`src/rtl/sfc_pkg.sv`:
```
package sfc_pkg;

    localparam int OPC_W     = 8;
    localparam int HDR_BYTES = 4;
    localparam int FIELD_W   = 24;
    localparam int PAGE_W    = 9;
    localparam int START_W   = 9;
    localparam int BUF_DEPTH = 264;
    localparam int DATA_W    = 8;

    typedef enum logic [1:0] {
        KIND_PROG_BUF = 2'd0,
        KIND_XFER     = 2'd1,
        KIND_COMPARE  = 2'd2,
        KIND_REWRITE  = 2'd3
    } cmd_kind_e;

    typedef struct packed {
        cmd_kind_e            kind;
        logic [PAGE_W-1:0]    page;
        logic [START_W-1:0]   start;
    } cmd_t;

    typedef struct packed {
        logic      known;
        cmd_kind_e kind;
    } opc_dec_t;

    function automatic opc_dec_t decode_opcode(input logic [OPC_W-1:0] opc);
        opc_dec_t d;
        d.known = 1'b1;
        d.kind  = KIND_PROG_BUF;
        case (opc)
            8'h82:   d.kind = KIND_PROG_BUF;
            8'h53:   d.kind = KIND_XFER;
            8'h60:   d.kind = KIND_COMPARE;
            8'h58:   d.kind = KIND_REWRITE;
            default: d.known = 1'b0;
        endcase
        return d;
    endfunction

endpackage

```
`src/rtl/sfc_sync_edge.sv`:
```
module sfc_sync_edge #(
    parameter int STAGES = 2
) (
    input  logic clk,
    input  logic rst,
    input  logic cs_n_i,
    input  logic sck_i,
    input  logic si_i,
    output logic cs_n_s,
    output logic si_s,
    output logic sck_rise,
    output logic cs_fall,
    output logic cs_rise
);
    localparam int LAST = STAGES - 1;

    logic [STAGES-1:0] cs_pipe, sck_pipe, si_pipe;
    logic              cs_prev, sck_prev;

    generate
        for (genvar g = 0; g < STAGES; g++) begin : g_stage
            always_ff @(posedge clk) begin
                if (rst) begin
                    cs_pipe[g]  <= 1'b1;
                    sck_pipe[g] <= 1'b0;
                    si_pipe[g]  <= 1'b0;
                end else if (g == 0) begin
                    cs_pipe[g]  <= cs_n_i;
                    sck_pipe[g] <= sck_i;
                    si_pipe[g]  <= si_i;
                end else begin
                    cs_pipe[g]  <= cs_pipe[(g == 0) ? 0 : g - 1];
                    sck_pipe[g] <= sck_pipe[(g == 0) ? 0 : g - 1];
                    si_pipe[g]  <= si_pipe[(g == 0) ? 0 : g - 1];
                end
            end
        end
    endgenerate

    always_ff @(posedge clk) begin
        if (rst) begin
            cs_prev  <= 1'b1;
            sck_prev <= 1'b0;
        end else begin
            cs_prev  <= cs_pipe[LAST];
            sck_prev <= sck_pipe[LAST];
        end
    end

    assign cs_n_s   = cs_pipe[LAST];
    assign si_s     = si_pipe[LAST];
    assign sck_rise = sck_pipe[LAST] & ~sck_prev;
    assign cs_fall  = cs_prev & ~cs_pipe[LAST];
    assign cs_rise  = ~cs_prev & cs_pipe[LAST];

    // every SCK rising edge yields a single-clock sampling pulse
    assert_sck_pulse_R2: assert property (@(posedge clk) disable iff (rst)
        sck_rise |=> !sck_rise);

endmodule

```
`src/rtl/sfc_cmd_decoder.sv`:
```
module sfc_cmd_decoder
    import sfc_pkg::*;
#(
    parameter int DEPTH = BUF_DEPTH,
    localparam int AW   = $clog2(DEPTH),
    localparam int HCW  = $clog2(HDR_BYTES + 1)
) (
    input  logic              clk,
    input  logic              rst,
    input  logic              cs_n_s,
    input  logic              si_s,
    input  logic              sck_rise,
    input  logic              cs_fall,
    input  logic              cs_rise,
    output logic              wr_en,
    output logic [AW-1:0]     wr_addr,
    output logic [DATA_W-1:0] wr_data,
    output logic              cmd_valid,
    output cmd_t              cmd
);
    localparam logic [AW-1:0]  LAST_POS = AW'(DEPTH - 1);
    localparam logic [HCW-1:0] HDR_DONE = HCW'(HDR_BYTES);

    logic [DATA_W-1:0]  shreg;
    logic [2:0]         bit_cnt;
    logic [HCW-1:0]     hdr_cnt;
    logic [OPC_W-1:0]   opcode_q;
    logic [FIELD_W-1:0] field_q;
    logic [PAGE_W-1:0]  page_q;
    logic [START_W-1:0] start_q;
    logic [AW-1:0]      wr_ptr;
    logic               cmd_valid_q;
    cmd_t               cmd_q;

    logic [2:0]         cur_bit;
    logic [HCW-1:0]     cur_hdr;
    logic               take, byte_done;
    logic [DATA_W-1:0]  byte_now;
    logic [FIELD_W-1:0] field_next;
    logic [START_W-1:0] start_raw, start_norm;
    opc_dec_t           dec;

    // a CS fall restarts the frame in the same clock it is seen
    assign cur_bit    = cs_fall ? 3'd0 : bit_cnt;
    assign cur_hdr    = cs_fall ? '0 : hdr_cnt;
    assign take       = sck_rise & ~cs_n_s;
    assign byte_now   = {shreg[DATA_W-2:0], si_s};
    assign byte_done  = take && (cur_bit == 3'd7);
    assign field_next = {field_q[FIELD_W-9:0], byte_now};
    assign start_raw  = field_next[START_W-1:0];
    assign start_norm = (start_raw >= START_W'(DEPTH)) ? start_raw - START_W'(DEPTH) : start_raw;
    assign dec        = decode_opcode(opcode_q);

    assign wr_en   = byte_done && (cur_hdr == HDR_DONE) && dec.known && (dec.kind == KIND_PROG_BUF);
    assign wr_addr = wr_ptr;
    assign wr_data = byte_now;

    always_ff @(posedge clk) begin
        if (rst) begin
            shreg       <= '0;
            bit_cnt     <= '0;
            hdr_cnt     <= '0;
            opcode_q    <= '0;
            field_q     <= '0;
            page_q      <= '0;
            start_q     <= '0;
            wr_ptr      <= '0;
            cmd_valid_q <= 1'b0;
            cmd_q       <= '0;
        end else begin
            cmd_valid_q <= 1'b0;
            if (cs_fall) begin
                bit_cnt <= '0;
                hdr_cnt <= '0;
            end
            if (take) begin
                shreg   <= byte_now;
                bit_cnt <= 3'(cur_bit + 3'd1);
                if (byte_done) begin
                    if (cur_hdr == '0) begin
                        opcode_q <= byte_now;
                        hdr_cnt  <= HCW'(1);
                    end else if (cur_hdr < HDR_DONE) begin
                        field_q <= field_next;
                        hdr_cnt <= HCW'(cur_hdr + HCW'(1));
                        if (cur_hdr == HDR_DONE - HCW'(1)) begin
                            page_q  <= field_next[START_W +: PAGE_W];
                            start_q <= start_norm;
                            wr_ptr  <= AW'(start_norm);
                        end
                    end else if (wr_en) begin
                        wr_ptr <= (wr_ptr == LAST_POS) ? '0 : AW'(wr_ptr + AW'(1));
                    end
                end
            end
            if (cs_rise) begin
                cmd_valid_q <= (hdr_cnt == HDR_DONE) && dec.known;
                cmd_q.kind  <= dec.kind;
                cmd_q.page  <= page_q;
                cmd_q.start <= (dec.kind == KIND_PROG_BUF) ? start_q : '0;
            end
        end
    end

    assign cmd_valid = cmd_valid_q;
    assign cmd       = cmd_q;

    // a write never addresses beyond the last buffer byte
    assert_wr_range_R4: assert property (@(posedge clk) disable iff (rst)
        wr_en |-> (wr_addr <= LAST_POS));

    // after writing the last byte, the next write position is byte 0
    assert_wrap_zero_R4: assert property (@(posedge clk) disable iff (rst)
        (wr_en && wr_addr == LAST_POS) |=> (wr_addr == '0));

    // nothing is written while the synchronized CS is high
    assert_no_wr_cs_high_R9: assert property (@(posedge clk) disable iff (rst)
        cs_n_s |-> !wr_en);

    // the command strobe lasts one clock
    assert_cmd_pulse_R5: assert property (@(posedge clk) disable iff (rst)
        cmd_valid |=> !cmd_valid);

    // a command appears only right after a CS rise
    assert_cmd_after_rise_R5: assert property (@(posedge clk) disable iff (rst)
        cmd_valid |-> $past(cs_rise));

endmodule

```
`src/rtl/sfc_page_buffer.sv`:
```
module sfc_page_buffer
    import sfc_pkg::*;
#(
    parameter int DEPTH = BUF_DEPTH,
    parameter int DW    = DATA_W,
    localparam int AW   = $clog2(DEPTH)
) (
    input  logic          clk,
    input  logic          rst,
    input  logic          wr_en,
    input  logic [AW-1:0] wr_addr,
    input  logic [DW-1:0] wr_data,
    input  logic [AW-1:0] rd_addr,
    output logic [DW-1:0] rd_data
);
    logic [DW-1:0] mem [DEPTH];

    always_ff @(posedge clk) begin
        if (wr_en && (wr_addr < AW'(DEPTH)))
            mem[wr_addr] <= wr_data;
    end

    always_ff @(posedge clk) begin
        if (rst)
            rd_data <= '0;
        else if (rd_addr < AW'(DEPTH))
            rd_data <= mem[rd_addr];
        else
            rd_data <= '0;
    end

endmodule

```
`src/rtl/sfc_frontend.sv`:
```
module sfc_frontend
    import sfc_pkg::*;
(
    input  logic                clk,
    input  logic                rst,
    input  logic                cs_n_i,
    input  logic                sck_i,
    input  logic                si_i,
    output logic                cmd_valid_o,
    output logic [1:0]          cmd_kind_o,
    output logic [PAGE_W-1:0]   cmd_page_o,
    output logic [START_W-1:0]  cmd_start_o,
    input  logic [START_W-1:0]  buf_rd_addr_i,
    output logic [DATA_W-1:0]   buf_rd_data_o
);
    localparam int AW = $clog2(BUF_DEPTH);

    logic              cs_n_s, si_s, sck_rise, cs_fall, cs_rise;
    logic              wr_en;
    logic [AW-1:0]     wr_addr;
    logic [DATA_W-1:0] wr_data;
    cmd_t              cmd;

    sfc_sync_edge #(.STAGES(2)) u_sync (
        .clk      (clk),
        .rst      (rst),
        .cs_n_i   (cs_n_i),
        .sck_i    (sck_i),
        .si_i     (si_i),
        .cs_n_s   (cs_n_s),
        .si_s     (si_s),
        .sck_rise (sck_rise),
        .cs_fall  (cs_fall),
        .cs_rise  (cs_rise)
    );

    sfc_cmd_decoder #(.DEPTH(BUF_DEPTH)) u_dec (
        .clk       (clk),
        .rst       (rst),
        .cs_n_s    (cs_n_s),
        .si_s      (si_s),
        .sck_rise  (sck_rise),
        .cs_fall   (cs_fall),
        .cs_rise   (cs_rise),
        .wr_en     (wr_en),
        .wr_addr   (wr_addr),
        .wr_data   (wr_data),
        .cmd_valid (cmd_valid_o),
        .cmd       (cmd)
    );

    sfc_page_buffer #(.DEPTH(BUF_DEPTH), .DW(DATA_W)) u_buf (
        .clk     (clk),
        .rst     (rst),
        .wr_en   (wr_en),
        .wr_addr (wr_addr),
        .wr_data (wr_data),
        .rd_addr (AW'(buf_rd_addr_i)),
        .rd_data (buf_rd_data_o)
    );

    assign cmd_kind_o  = cmd.kind;
    assign cmd_page_o  = cmd.page;
    assign cmd_start_o = cmd.start;

    // page-only commands report a zero start byte
    assert_page_only_start_R5: assert property (@(posedge clk) disable iff (rst)
        (cmd_valid_o && cmd_kind_o != 2'd0) |-> (cmd_start_o == '0));

    // no command strobe in the clock after reset
    assert_reset_quiet_R1: assert property (@(posedge clk)
        $past(rst) |-> !cmd_valid_o);

endmodule

```
`config.mk`:
```
export PLATFORM = sky130hd
export DESIGN_NAME = sfc_frontend
export DESIGN_NICKNAME = d
export VERILOG_FILES = /design/src/rtl/sfc_pkg.sv /design/src/rtl/sfc_sync_edge.sv /design/src/rtl/sfc_cmd_decoder.sv /design/src/rtl/sfc_page_buffer.sv /design/src/rtl/sfc_frontend.sv
export SDC_FILE = /design/constraint.sdc
export NUM_CORES = 2
export LEC_CHECK = 0
export ABC_AREA = 1
export BUFFER_PORTS_ARGS = -buffer_cell sky130_fd_sc_hd__buf_4
export CORE_ASPECT_RATIO = 1.75
export CORE_MARGIN = 2
export CORE_UTILIZATION = 50
export CTS_BUF_LIST = sky130_fd_sc_hd__clkbuf_4
export DETAILED_ROUTE_END_ITERATION = 12
export PLACE_DENSITY = 0.64
export SYNTH_ARGS = -nofsm -noshare
export SYNTH_HDL_FRONTEND = slang
export SYNTH_SLANG_ARGS = --single-unit
export TNS_END_PERCENT = 30
```
`constraint.sdc`:
```
create_clock -name clk -period 7.85 [get_ports clk]
set_input_delay 0.785 -clock clk [delete_from_list [all_inputs] [get_ports clk]]
set_output_delay 0.785 -clock clk [all_outputs]
set_load 0.005 [all_outputs]
```
==> results.py <==
metrics = {
    "critical_path": {
        "r2r-end": "u_buf.mem[100][5]",
        "worstPathRequired_ns": 8.67,
        "crit_arrival_ns": 5.02,
        "ff2ff_path_depth": 7,
        "worstPathMaxFanout": 16,
        "cp-start-kind": "flip-flop",
        "reg2reg_from": "u_sync.cs_n_s",
        "rrSetupSlack_ns": 3.65,
        "critical_path_class": "flip-flop to flip-flop",
        "end_kind": "flip-flop",
    },
    "power": {
        "swShare_pct": 23.3,
        "ir_drop_uv": 125,
        "power_density_nw_per_um2": 231,
        "power.internal_mw": 17.2,
        "combPwrFrac_pct": 5.4,
        "seqPwrFrac_pct": 56.8,
        "leakage_nw": 33.7,
        "p_sw_mw": 5.24,
        "p_clk_share_pct": 37.8,
        "p_total_mw": 22.5,
    },
    "sta": {
        "setup_viol": 0,
        "clock_skew_ns": 0.0730,
        "tns_ns": 0,
        "fin_crit_ns": 4.20,
        "max_freq_mhz": 238,
        "hold_violations": 0,
        "tightest_slew_ns": 1.38,
        "grt_setup_unrepaired": "false",
        "finalCritPeriodShare_pct": 53.5,
        "drv_slew": 0,
        "fin_ws_ns": 3.65,
        "slew_headroom_pct": 8.20,
    },
    "outcome": {
        "outcome": "finished clean",
    },
    "detailed_routing": {
        "drt-initial-drc-count": 6206,
        "wl_per_cell_um": 24.2,
        "num_vias": 61096,
        "finalWirelength_um": 256000,
        "viasPerCell": 5.78,
        "route.detailed.drc": 0,
        "drtPass1Iterations": 6,
        "ant_nets": 0,
    },
    "global_route": {
        "grt_antenna_before_repair": 7,
        "first_global_vias": 60346,
        "grt_max_degree": 202,
        "grt_pass1_wl_um": 376000,
        "grt_overflow": 0,
        "track_usage_pct": 27.8,
    },
    "die": {
        "die_h_um": 563,
        "rows": 205,
        "core_um2": 178000,
        "start_util_pct": 50.2,
        "ios": 43,
        "fp.dieW_um": 323,
        "dieArea_um2": 182000,
    },
    "place": {
        "place.gp.congestion": 0.884,
        "place_area_um2": 91500,
        "hpwl_um": 144000,
        "io_buffer_count": 42,
        "dp_slack_ns": 3.08,
    },
    "worst_hold_path": {
        "min_to": "u_buf.rd_data[7]",
        "hp-class": "input pin to flip-flop",
        "worstHoldPathCells": 5,
        "hold_path_startpoint": "buf_rd_addr_i[6]",
    },
    "logic_synthesis": {
        "syn_area_per_cell_um2": 11.5,
        "synth_area_leaders": "edfxtp_1, nand3_1, nand2_1, nor2_1, dfxtp_1",
        "synthMuxAreaShare_pct": 0,
        "synthSimpleGateAreaFrac_pct": 20.0,
        "ys_warn_count": 0,
        "synthCells": 7733,
        "ys_seq_area_share_pct": 73.2,
        "syn_area_um2": 89200,
        "ys_ff_latch": 2207,
        "synth_compound_area_share_pct": 3.67,
        "synth-xor-area-share_pct": 0.00982,
        "syn-num-nets": 7756,
        "synth_top_area_share_pct": 71.1,
        "synth_cell_types": 35,
        "synth_top_area_cell": "edfxtp_1",
        "synth_top_family_by_area": "simple AND/OR/NAND/NOR gates",
        "synth_fa_ha_area_share_pct": 0.126,
    },
    "cells_and_area": {
        "final_net_count": 7855,
        "n_fill_cell": 14937,
        "mostFrequentLayoutCells": "edfxtp_1, nand2_1, nand3_1",
        "final_util_pct": 54.8,
        "layout_commonest_cell": "edfxtp_1",
        "area_delta_synth_final_pct": 9.22,
        "design_area_um2": 97500,
        "drive_gt1_share_pct": 10.9,
    },
    "clock_tree": {
        "clockBufferDepth": 4,
        "cts.clk_slew.worst_paths_ns": 0.07,
        "numCtsBuffers": 470,
        "htreeDepth": 5,
        "cts.sinks": 2207,
        "cts-root-buf": "clkbuf_4",
        "clk_latency_ns": 1.25,
        "cts_tree": "done",
    },
    "run": {
        "cap_violations": 0,
    },
}
-- metal layers --
metal,global-route usage (%),vias to the layer above,part of all wire [%]
li1,-,27703,-
met1,32.4,29797,35
met2,47.8,2945,51
met3,4.42,651,7.5
met4,17.4,0,6.6
met5,0,-,0
-- critical path, stage by stage, from the launching register on --
cell and delay (ns):
dfxtp_1 0.33, nor3_2 0.72, nand2_1 0.18, nor3_2 0.25
nand3_1 0.25, nor3_1 0.37, nand2_1 0.70, nor2_1 0.94
-- area by class of cell --
| type | count | area, um^2 | share of cell area, % |
|---|---|---|---|
| antenna | 10 | 25.0 | 0.0257 |
| clock buffer | 686 | 5150 | 5.28 |
| clock inverter | 135 | 733 | 0.752 |
| inverter | 159 | 622 | 0.638 |
| multi-input combinational | 4857 | 21300 | 21.9 |
| sequential | 2207 | 65400 | 67.1 |
| tap | 2380 | 2980 | 3.06 |
| timing repair buffer | 137 | 1280 | 1.31 |
-- cells in the mapped netlist --
library cell / count
a211oi_1: 7
a21oi_1: 103
a221oi_1: 2
a31oi_1: 8
a32oi_1: 1
and3b_1: 1
buf_1: 96
buf_2: 121
clkbuf_1: 293
clkinv_1: 5
dfxtp_1: 95
edfxtp_1: 2112
ha_1: 9
inv_1: 152
inv_2: 2
nand2_1: 1920
nand3_1: 1462
nand3b_1: 2
nand4_1: 6
nor2_1: 827
nor3_1: 12
nor3_2: 2
nor3b_1: 1
nor4_1: 1
nor4_2: 1
nor4_4: 1
o2111ai_1: 1
o211ai_1: 49
o21ai_0: 379
o221ai_1: 3
o22ai_1: 52
o32ai_1: 1
or2_1: 1
or2_2: 4
xor2_1: 1
-- worst max-delay path by stage --
stage	from	to	slack [ns]	cells past startpoint
floorplan	u_dec.shreg[2]	u_dec.start_q[6]	1.98	12
global placement	buf_rd_addr_i[0]	u_buf.rd_data[5]	3.18	15
detailed placement	buf_rd_addr_i[0]	u_buf.rd_data[5]	3.08	15
CTS	u_sync.cs_n_s	u_buf.mem[100][5]	3.62	7
global route	u_sync.cs_n_s	u_buf.mem[177][4]	3.37	7
finish	u_sync.cs_n_s	u_buf.mem[100][5]	3.65	7
-- through the flow --
step,std cells,hold WS [ns]
3_5_place_dp,9733,0.399
6_report,10571,0.152
3_3_place_gp,9733,0.398
5_1_grt,10568,0.109
2_1_floorplan,7733,0.388
4_1_cts,10561,0.0475
-- sequential cells by signal (all words and copies together) (netlist names), 3 cells and up --
name / count
u_dec.shreg: 7
u_dec.cmd: 20
u_dec.wr_addr: 9
u_dec.hdr_cnt: 3
u_dec.start_q: 9
u_dec.bit_cnt: 3
u_buf.mem: 2112
u_dec.opcode_q: 8
u_dec.field_q: 10
u_buf.rd_data: 8
u_dec.page_q: 9
-- what timing repair did --
| action | 4_1_cts | 5_1_grt |
|---|---|---|
| endpoints found under the hold margin | 22 | 0 |
| gates resized for setup | 0 | 0 |
| buffers inserted | 0 | 0 |
| setup endpoints to repair | 0 | 0 |
| hold buffers | 7 | 0 |
-- power by group through the flow --
stage	Combinational, mW	Sequential, mW	Clock (mW)
2_1_floorplan	0.735	13.0	0
3_3_place_gp	1.18	13.0	0
3_5_place_dp	1.19	13.0	0
4_1_cts	1.20	12.8	8.63
5_1_grt	1.31	12.8	9.16
6_report	1.21	12.8	8.50
-- logic make-up (layout without fill, tap and decap cells) --
group / count (synthesis) / after routing
AND/OR/NAND/NOR: 4241 / 4241
flip-flops: 2207 / 2207
XOR/XNOR: 1 / 1
other: 0 / 10
buffers and inverters: 669 / 1117
AO/OA/AOI/OAI: 606 / 606
adder cells (fa/ha/maj): 9 / 9
Note: power is estimated with default switching activity, not from simulation.
